File: src/rtl/mrbs_pkg.sv
package mrbs_pkg;

    localparam int LAT_W   = 4;
    localparam int COL_W   = 3;
    localparam int BEATS_L = 8;
    localparam int BEATS_S = 4;

    typedef enum logic [1:0] {
        BLM_FIX8 = 2'b00,
        BLM_OTF  = 2'b01,
        BLM_FIX4 = 2'b10,
        BLM_RSVD = 2'b11
    } blen_mode_e;

    typedef enum logic {
        ORD_SEQ = 1'b0,
        ORD_ILV = 1'b1
    } burst_ord_e;

    typedef enum logic [1:0] {
        CMD_NOP,
        CMD_MRS,
        CMD_RD,
        CMD_WR
    } cmd_e;

    typedef struct packed {
        blen_mode_e bl;
        burst_ord_e ord;
        logic [3:0] cl_code;
        logic       test_mode;
        logic       dll_rst;
        logic [2:0] wr_code;
        logic       fast_exit;
    } mr0_t;

    typedef struct packed {
        logic             active;
        logic             is_wr;
        logic             len8;
        burst_ord_e       ord;
        logic [COL_W-1:0] start;
        logic [COL_W-1:0] idx;
    } burst_t;

    localparam mr0_t MR0_RESET = '{
        bl:        BLM_FIX8,
        ord:       ORD_SEQ,
        cl_code:   4'b0010,
        test_mode: 1'b0,
        dll_rst:   1'b0,
        wr_code:   3'b001,
        fast_exit: 1'b0
    };

    // Latency code {A6:A4,A2}: even codes run 5..11, odd codes 12..14.
    function automatic logic [LAT_W-1:0] cl_cycles(input logic [3:0] code);
        logic [LAT_W-1:0] hi;
        hi = LAT_W'(code[3:1]);
        if (!code[0])
            return (hi == '0) ? '0 : hi + LAT_W'(4);
        else
            return (hi <= LAT_W'(2)) ? hi + LAT_W'(12) : '0;
    endfunction

    function automatic logic [LAT_W-1:0] wr_cycles(input logic [2:0] code);
        logic [LAT_W-1:0] c;
        c = LAT_W'(code);
        if (c == '0)
            return '0;
        else if (c <= LAT_W'(4))
            return c + LAT_W'(4);
        else
            return c << 1;
    endfunction

    function automatic logic mr0_reserved(input mr0_t m);
        return (m.bl == BLM_RSVD) || (cl_cycles(m.cl_code) == '0) ||
               (m.wr_code == 3'b000);
    endfunction

    function automatic logic [COL_W-1:0] beat_offset(input burst_ord_e ord,
                                                     input logic [COL_W-1:0] start,
                                                     input logic [COL_W-1:0] idx);
        logic [1:0] low;
        if (ord == ORD_ILV)
            return start ^ idx;
        low = start[1:0] + idx[1:0];
        return {start[2] ^ idx[2], low};
    endfunction

endpackage

File: src/rtl/mrbs_cmd_decode.sv
module mrbs_cmd_decode
    import mrbs_pkg::*;
(
    input  logic cs_n,
    input  logic ras_n,
    input  logic cas_n,
    input  logic we_n,
    output cmd_e cmd
);
    always_comb begin
        cmd = CMD_NOP;
        if (!cs_n) begin
            unique case ({ras_n, cas_n, we_n})
                3'b000:  cmd = CMD_MRS;
                3'b101:  cmd = CMD_RD;
                3'b100:  cmd = CMD_WR;
                default: cmd = CMD_NOP;
            endcase
        end
    end
endmodule

File: src/rtl/mrbs_mode_reg.sv
module mrbs_mode_reg
    import mrbs_pkg::*;
#(
    parameter int ADDR_W = 15,
    parameter int BA_W   = 3
) (
    input  logic              clk,
    input  logic              rst,
    input  cmd_e              cmd,
    input  logic [BA_W-1:0]   ba,
    input  logic [ADDR_W-1:0] addr,
    output mr0_t              mr0,
    output logic              err
);
    localparam int HI_LSB = 13;

    logic is_mrs;
    logic high_bits_bad;
    logic bank_hi_bad;
    logic sel_mr0;
    mr0_t incoming;

    assign is_mrs        = (cmd == CMD_MRS);
    assign high_bits_bad = |addr[ADDR_W-1:HI_LSB];
    assign bank_hi_bad   = |ba[BA_W-1:2];
    assign sel_mr0       = is_mrs && !bank_hi_bad && (ba[1:0] == 2'b00);

    always_comb begin
        incoming.bl        = blen_mode_e'(addr[1:0]);
        incoming.ord       = burst_ord_e'(addr[3]);
        incoming.cl_code   = {addr[6:4], addr[2]};
        incoming.test_mode = addr[7];
        incoming.dll_rst   = addr[8];
        incoming.wr_code   = addr[11:9];
        incoming.fast_exit = addr[12];
    end

    always_ff @(posedge clk) begin
        if (rst) begin
            mr0 <= MR0_RESET;
            err <= 1'b0;
        end else begin
            if (sel_mr0)
                mr0 <= incoming;
            if (is_mrs && (high_bits_bad || bank_hi_bad ||
                           (sel_mr0 && mr0_reserved(incoming))))
                err <= 1'b1;
        end
    end
endmodule

File: src/rtl/mrbs_beat_gen.sv
module mrbs_beat_gen
    import mrbs_pkg::*;
(
    input  logic             clk,
    input  logic             rst,
    input  cmd_e             cmd,
    input  logic             chop_n,
    input  logic [COL_W-1:0] start_col,
    input  blen_mode_e       bl_mode,
    input  burst_ord_e       ord,
    output logic             valid,
    output logic [COL_W-1:0] col,
    output logic             last,
    output logic             is_wr
);
    burst_t st;
    logic   accept;
    logic   want_len8;
    logic [COL_W-1:0] final_idx;

    assign final_idx = st.len8 ? COL_W'(BEATS_L - 1) : COL_W'(BEATS_S - 1);
    assign last      = st.active && (st.idx == final_idx);
    assign accept    = ((cmd == CMD_RD) || (cmd == CMD_WR)) && (!st.active || last);

    always_comb begin
        unique case (bl_mode)
            BLM_FIX4: want_len8 = 1'b0;
            BLM_OTF:  want_len8 = chop_n;
            default:  want_len8 = 1'b1;
        endcase
    end

    always_ff @(posedge clk) begin
        if (rst) begin
            st <= '0;
        end else if (accept) begin
            st.active <= 1'b1;
            st.is_wr  <= (cmd == CMD_WR);
            st.len8   <= want_len8;
            st.ord    <= ord;
            st.start  <= start_col;
            st.idx    <= '0;
        end else if (st.active) begin
            if (last)
                st.active <= 1'b0;
            else
                st.idx <= st.idx + COL_W'(1);
        end
    end

    assign valid = st.active;
    assign is_wr = st.active && st.is_wr;
    assign col   = st.active ? beat_offset(st.ord, st.start, st.idx) : '0;
endmodule

File: src/rtl/mr_burst_seq.sv
module mr_burst_seq
    import mrbs_pkg::*;
#(
    parameter int ADDR_W = 15,
    parameter int BA_W   = 3
) (
    input  logic              clk,
    input  logic              rst,
    input  logic              cs_n,
    input  logic              ras_n,
    input  logic              cas_n,
    input  logic              we_n,
    input  logic [BA_W-1:0]   ba,
    input  logic [ADDR_W-1:0] addr,
    output logic              beat_valid,
    output logic [COL_W-1:0]  beat_col,
    output logic              beat_last,
    output logic              beat_write,
    output logic [LAT_W-1:0]  cas_lat,
    output logic [LAT_W-1:0]  wr_rec,
    output logic              dll_reset,
    output logic              test_mode,
    output logic              fast_exit,
    output logic              cfg_err
);
    localparam int CHOP_BIT = 12;

    cmd_e cmd;
    mr0_t mr0;

    mrbs_cmd_decode u_dec (
        .cs_n  (cs_n),
        .ras_n (ras_n),
        .cas_n (cas_n),
        .we_n  (we_n),
        .cmd   (cmd)
    );

    mrbs_mode_reg #(.ADDR_W(ADDR_W), .BA_W(BA_W)) u_mr (
        .clk  (clk),
        .rst  (rst),
        .cmd  (cmd),
        .ba   (ba),
        .addr (addr),
        .mr0  (mr0),
        .err  (cfg_err)
    );

    mrbs_beat_gen u_beat (
        .clk       (clk),
        .rst       (rst),
        .cmd       (cmd),
        .chop_n    (addr[CHOP_BIT]),
        .start_col (addr[COL_W-1:0]),
        .bl_mode   (mr0.bl),
        .ord       (mr0.ord),
        .valid     (beat_valid),
        .col       (beat_col),
        .last      (beat_last),
        .is_wr     (beat_write)
    );

    assign cas_lat   = cl_cycles(mr0.cl_code);
    assign wr_rec    = wr_cycles(mr0.wr_code);
    assign dll_reset = mr0.dll_rst;
    assign test_mode = mr0.test_mode;
    assign fast_exit = mr0.fast_exit;
endmodule

File: config.mk
export PLATFORM = sky130hd
export DESIGN_NAME = mr_burst_seq
export DESIGN_NICKNAME = d
export VERILOG_FILES = /design/src/rtl/mrbs_pkg.sv /design/src/rtl/mrbs_cmd_decode.sv /design/src/rtl/mrbs_mode_reg.sv /design/src/rtl/mrbs_beat_gen.sv /design/src/rtl/mr_burst_seq.sv
export SDC_FILE = /design/constraint.sdc
export NUM_CORES = 1
export LEC_CHECK = 0
export ABC_AREA = 1
export ABC_CLOCK_PERIOD_IN_PS = 1200
export BUFFER_PORTS_ARGS = -buffer_cell sky130_fd_sc_hd__buf_2
export CAP_MARGIN = 5
export CELL_PAD_IN_SITES_DETAIL_PLACEMENT = 1
export CELL_PAD_IN_SITES_GLOBAL_PLACEMENT = 2
export CORE_ASPECT_RATIO = 1.4
export CORE_MARGIN = 10
export CORE_UTILIZATION = 22
export DETAILED_ROUTE_END_ITERATION = 10
export GPL_TIMING_DRIVEN = 0
export PLACE_DENSITY_LB_ADDON = 0.15
export SLEW_MARGIN = 30
export SYNTH_ARGS = -nofsm -noshare
export SYNTH_HDL_FRONTEND = slang
export SYNTH_SLANG_ARGS = --single-unit
File: constraint.sdc
create_clock -name clk -period 1.2 [get_ports clk]
set_input_delay 0.12 -clock clk [delete_from_list [all_inputs] [get_ports clk]]
set_output_delay 0.12 -clock clk [all_outputs]
set_load 0.02 [all_outputs]
After elaboration in Yosys (flattened, before gate mapping)
Cells that the tools add are included.
W data, S select, Z words.
{ "totals": {"regBits": 24, "inputBits": 24, "output_inout_bits": 18, "elab_cells": 81} }
{ "op_classes": {"add_sub_neg": 7, "order_cmp": 3, "eq_ne": 9, "muxes": 20, "n_bitwise": 3, "reduce_logical": 25} }
{ "op_table": {"columns": ["cell", "n"], "rows": [
  ["$mux W4", 9],
  ["$logic_not A3 Y1", 5],
  ["$add A3 B3 Y4 const B", 3],
  ["$mux W3", 4],
  ["$add A3 B4 Y4 const B", 2],
  ["$eq A2 B2 Y1 const B", 4],
  ["$logic_and A1 B1 Y1", 7],
  ["$eq A3 B3 Y1 const B", 2],
  ["$le A3 B2 Y1 const B", 2],
  ["$logic_or A1 B1 Y1", 6],
  ["$pmux W2 S3", 1],
  ["$eq A2 B1 Y1 const B", 2],
  ["$logic_not A4 Y1", 1],
  ["$mux W1", 4],
  ["$reduce_or A2 Y1", 2],
  ["$add A3 B1 Y3 const B", 1],
  ["$eq A3 B3 Y1", 1],
  ["$le A3 B3 Y1 const B", 1],
  ["$xor A3 B3 Y3", 1],
  ["$add A2 B2 Y2", 1],
  ["$logic_not A1 Y1", 2],
  ["$logic_not A2 Y1", 1],
  ["$mux W2", 1],
  ["$pmux W1 S2", 1],
  ["3 further kinds", 3]
]} }

Longest topological paths before layout
{ "depth": {"word_depth": 10, "mapped_depth": 9, "mapped_depth_nobuf": 9} }

Cells and area by module
A second synthesis with hierarchy kept.
{ "hier_totals": {"cells_unflattened": 196, "area_unflattened_um2": 1271.2} }
{ "by_module_without_submodules": {"columns": ["module", "instances", "cells_each", "area_each_um2", "seq_area_each_um2"], "rows": [
  ["mrbs_beat_gen", 1, 88, 581.8, 200.2],
  ["mrbs_mode_reg", 1, 79, 566.8, 280.3],
  ["mr_burst_seq", 1, 23, 97.6, 0.0],
  ["mrbs_cmd_decode", 1, 6, 25.0, 0.0]
]} }

Worst setup path before layout
OpenSTA, ideal clock, no wires.
{ "synth_timing": {"path_kind": "reg-to-output", "start": "reg u_beat.st[0] in the netlist's numbering", "end": "out beat_col[1]", "arrival_ns": 1.174, "required_ns": 1.080, "slack_ns": -0.094, "path_stages_with_launch": 5, "n_path_buf": 0, "path_cell_list": "dfxtp_1 > ha_1 > inv_1 > o21a_1 > nor3_1"} }
{ "synth_via": {"elab_chain_cells": 3} }
{ "synth_rtl": {"columns": ["item", "line_no", "source"], "rows": [
  ["from (decl)", "mrbs_beat_gen.sv:16", "burst_t st;"],
  ["$add A2 B2 Y2", "mrbs_pkg.sv:88", "low = start[1:0] + idx[1:0];"],
  ["$mux W3", "mrbs_pkg.sv:88", null],
  ["$mux W3", "mrbs_beat_gen.sv:53", "assign col = st.active ? beat_offset(st.ord, st.start, st.idx) : '0;"],
  ["to (decl)", "mr_burst_seq.sv:16", "output logic [COL_W-1:0] beat_col,"]
]} }
Every way passes these cells.

Worst setup path after layout
{ "layout_timing": {"start": "reg u_beat.st[0] in the netlist's numbering", "end": "out beat_last"} }
{ "layout_via": {"elab_chain_cells": 2} }
{ "layout_rtl": {"columns": ["item", "line_no", "source"], "rows": [
  ["$eq A3 B3 Y1", "mrbs_beat_gen.sv:22", "assign last = st.active && (st.idx == final_idx);"],
  ["$logic_and A1 B1 Y1", "mrbs_beat_gen.sv:22", null],
  ["to (decl)", "mr_burst_seq.sv:17", "output logic beat_last,"]
]} }
Every way passes these cells.

==> qor.csv <==
metric;value;unit
Main synth FF type;dfxtp_1;
clock power share;0.316;
CP max stage delay;0.37;ns
crit path kind;flip-flop to output port;
worst-path cell with the longest stage delay;dfxtp_4;
row count;30;
period utilization;1.14;
area share of the largest cell type after synthesis;0.426;
DR iter-0 viols;22;
Synth Warn #;0;
CP Max Fanout;3;
I/O Buffers;41;
failing checks;setup timing;
hpwl dp;2960;um
DRT Pass-1 Iters;4;
Slew @ Worst Pin;0.384;ns
Post-synth EDFFs;0;
CTS buffer count;3;
Synth Area in Compound Gates;0.198;
Clock Sinks;24;
Hold Buf Count CTS;0;
Mapped Cells;160;
Tmin final;1.37;ns
combinational share of power;0.139;
Seq cells post-synth;24;
CP Capture Point;beat_last;
Layout Cells excl Fill;278;
worst reg-to-reg path cell count;9;
Total Neg Setup Slack;-1.20;ns
Area Growth Syn to Fin;52.9;%
reg2reg setup slack;-0.12;ns
achievable clock frequency;731;MHz
GP Congestion;0.730;
fraction of layout cells with a size suffix above 1;0.472;
Worst Setup SP;u_beat.st[0]$_SDFFE_PP0P_;
Async S/R FF share, synth;0;
antenna violations before repair;0;
status;finished with violations;
max_cap viols;0;
Core Area;4920;sq um
worst vdd ir;0.326;mV
Yosys cell types;23;
drt drc;0;
# nets final;242;
Reg-to-Reg Start;u_beat.st[0]$_SDFFE_PP0P_;
Pwr per Cell Area;882;nW/um^2
post-synthesis simple-gate area fraction;0.257;
CTS root buffer;clkbuf_8;
commonest cells in the netlist;nor2_1, dfxtp_1, nand2_1;
post-synth top area cell;dfxtp_1;
fill count;614;
syn nets;186;
gr ovfl total;0;
Net Sw Frac;0.257;
Worst-Skew Late Latency;0.26;ns
Top Ports;42;
H-tree depth;1;
worst path required time;1.08;ns
adder-cell area share of the yosys netlist;0.0222;
Initial Util;0.229;
sequential share of power;0.546;
slew margin rel.;0.744;
clk_skew;0.00192;ns
max-slew violations;0;
global-route wire length before repair;6500;um
endpoints failing setup;15;
final hold vios;0;
Avg Inst Size Synth;7.05;sq um
CP Capture Type;output port;
drt total wl;3880;um
Area contributors post-synth;dfxtp_1, nor2_1, a21oi_1, o21ai_0, nand2_1;
setup ws final;-0.168;ns
Die X-Extent;80.5;um
CP Cell Sequence;buf_4, ha_4, nand3_4, nor2_2, buf_6;
Final ANT Viol Nets;0;
Seq/Total Area, Yosys;0.426;
CP arrival;1.25;ns
Cells after DPL;265;
wire length per cell;14.0;um
largest family of logic cells by synthesized area;simple AND/OR/NAND/NOR gates;
vias per inst;4.45;
Die Y;105;um
Int Power;0.00113;W
Critical Path Source Type;flip-flop;
vias in the first global route;1452;
count leader, synth;nor2_1;
Hold WS;0.0354;ns
Clock Tree Buf Depth;2;
Lkg Pwr;0.760;nW
HP Class;input pin to flip-flop;
Synth Cell Area;1130;sq um
RSZ-0062 raised after global routing;yes;
clock slew at reported path FFs;0.09;ns
multiplexer share of the synthesized area;0;
area of the multi-input gates;674;sq um
largest net degree at the start of global routing;13;
P_sw;0.000391;W
vias after detailed routing;1238;
die area;8430;sq um
Reg-to-Reg End;u_beat.st[0]$_SDFFE_PP0P_;
Reg area;502;sq um
antenna cell count;0;
xor and xnor area share after synthesis;0.00777;
GRT Util Overall;0.0932;
CTS tree;yes;
==> how the worst min path moves through the flow <==
stage / depth (start not counted) / slack [ns] / end / start
global placement: 2 / 0.32 / u_beat.st[8]$_SDFFE_PP0P_ / we_n
global route: 2 / 0.03 / u_beat.st[8]$_SDFFE_PP0P_ / we_n
CTS: 2 / 0.03 / u_beat.st[8]$_SDFFE_PP0P_ / we_n
floorplan: 1 / 0.19 / u_beat.valid$_SDFF_PP0_ / rst
finish: 2 / 0.04 / u_beat.st[8]$_SDFFE_PP0P_ / we_n
detailed placement: 2 / 0.32 / u_beat.st[8]$_SDFFE_PP0P_ / we_n
==> metal layers <==
| layer | vias up | GRT usage | part of all wire |
|---|---|---|---|
| li1 | 622 | - | - |
| met1 | 591 | 0.0864 | 0.35 |
| met2 | 21 | 0.182 | 0.58 |
| met3 | 4 | 0.0309 | 0.064 |
| met4 | 0 | 0.0227 | 0.011 |
| met5 | - | 0 | 0 |
==> what timing repair did <==
item                       4_1_cts  5_1_grt
setup buffers                    3        6
setup endpoints to repair       18       20
pin swaps                        5        4
hold endpoints to repair         0        0
gates resized for setup         37       27
gates cloned                     1        0
==> power groups by stage <==
stage               sequential [W]  combinational [W]  clock [W]
floorplan                 0.000851          0.0000860          0
global placement          0.000851           0.000164          0
detailed placement        0.000851           0.000168          0
CTS                       0.000831           0.000195   0.000504
global route              0.000835           0.000239   0.000540
finish                    0.000829           0.000211   0.000480
==> sequential cells by signal (all words and copies together), names as in the netlist <==
name and count:
u_beat.st 9, u_beat.valid 1, u_mr.err 1, u_mr.mr0 13
==> critical path, delay by kind of cell, from the launching register on <==
| family | cells | cell delay [ns] |
|---|---|---|
| AND/OR/NAND/NOR | 2 | 0.24 |
| adder cells (fa/ha/maj) | 1 | 0.14 |
| buffers and inverters | 2 | 0.25 |
| flip-flops | 1 | 0.37 |
==> placed cells by master (no fill, tap or decap), drive strengths merged <==
master	instances
a21oi	20
nand4	1
nor2	33
o21a	1
xnor2	1
nand3	2
dfxtp	24
or2	1
nand2	25
nor3	3
clkbuf	5
ha	2
buf	51
inv	22
o21ai	23
==> metrics by stage <==
| stage | power [W] | instance area, sq um | setup WS [ns] | utilization |
|---|---|---|---|---|
| 2_1_floorplan | 0.000937 | 1140 | 0.0168 | - |
| 3_3_place_gp | 0.00101 | 1420 | -0.114 | 0.289 |
| 3_5_place_dp | 0.00102 | 1420 | -0.125 | 0.289 |
| 4_1_cts | 0.00153 | 1610 | -0.200 | 0.328 |
| 5_1_grt | 0.00161 | 1720 | -0.231 | 0.351 |
| 6_report | 0.00152 | 1720 | -0.168 | 0.351 |
==> kinds of logic after synthesis <==
family,after synthesis
and+or+nand+nor,64
AOI/OAI and AO/OA,44
buffers and inverters,25
DFF,24
adders and majority gates,2
xor gates and xnor gates,1
==> area by class of cell <==
cell class,instances,area share
flip-flops and latches,24,0.291
inverters,22,0.0537
plain buffers,3,0.00943
multi-input cells,112,0.391
repair buffers,50,0.184
clock buffers,3,0.0239
well taps,64,0.0464
Power figures use the tool's default switching activity.
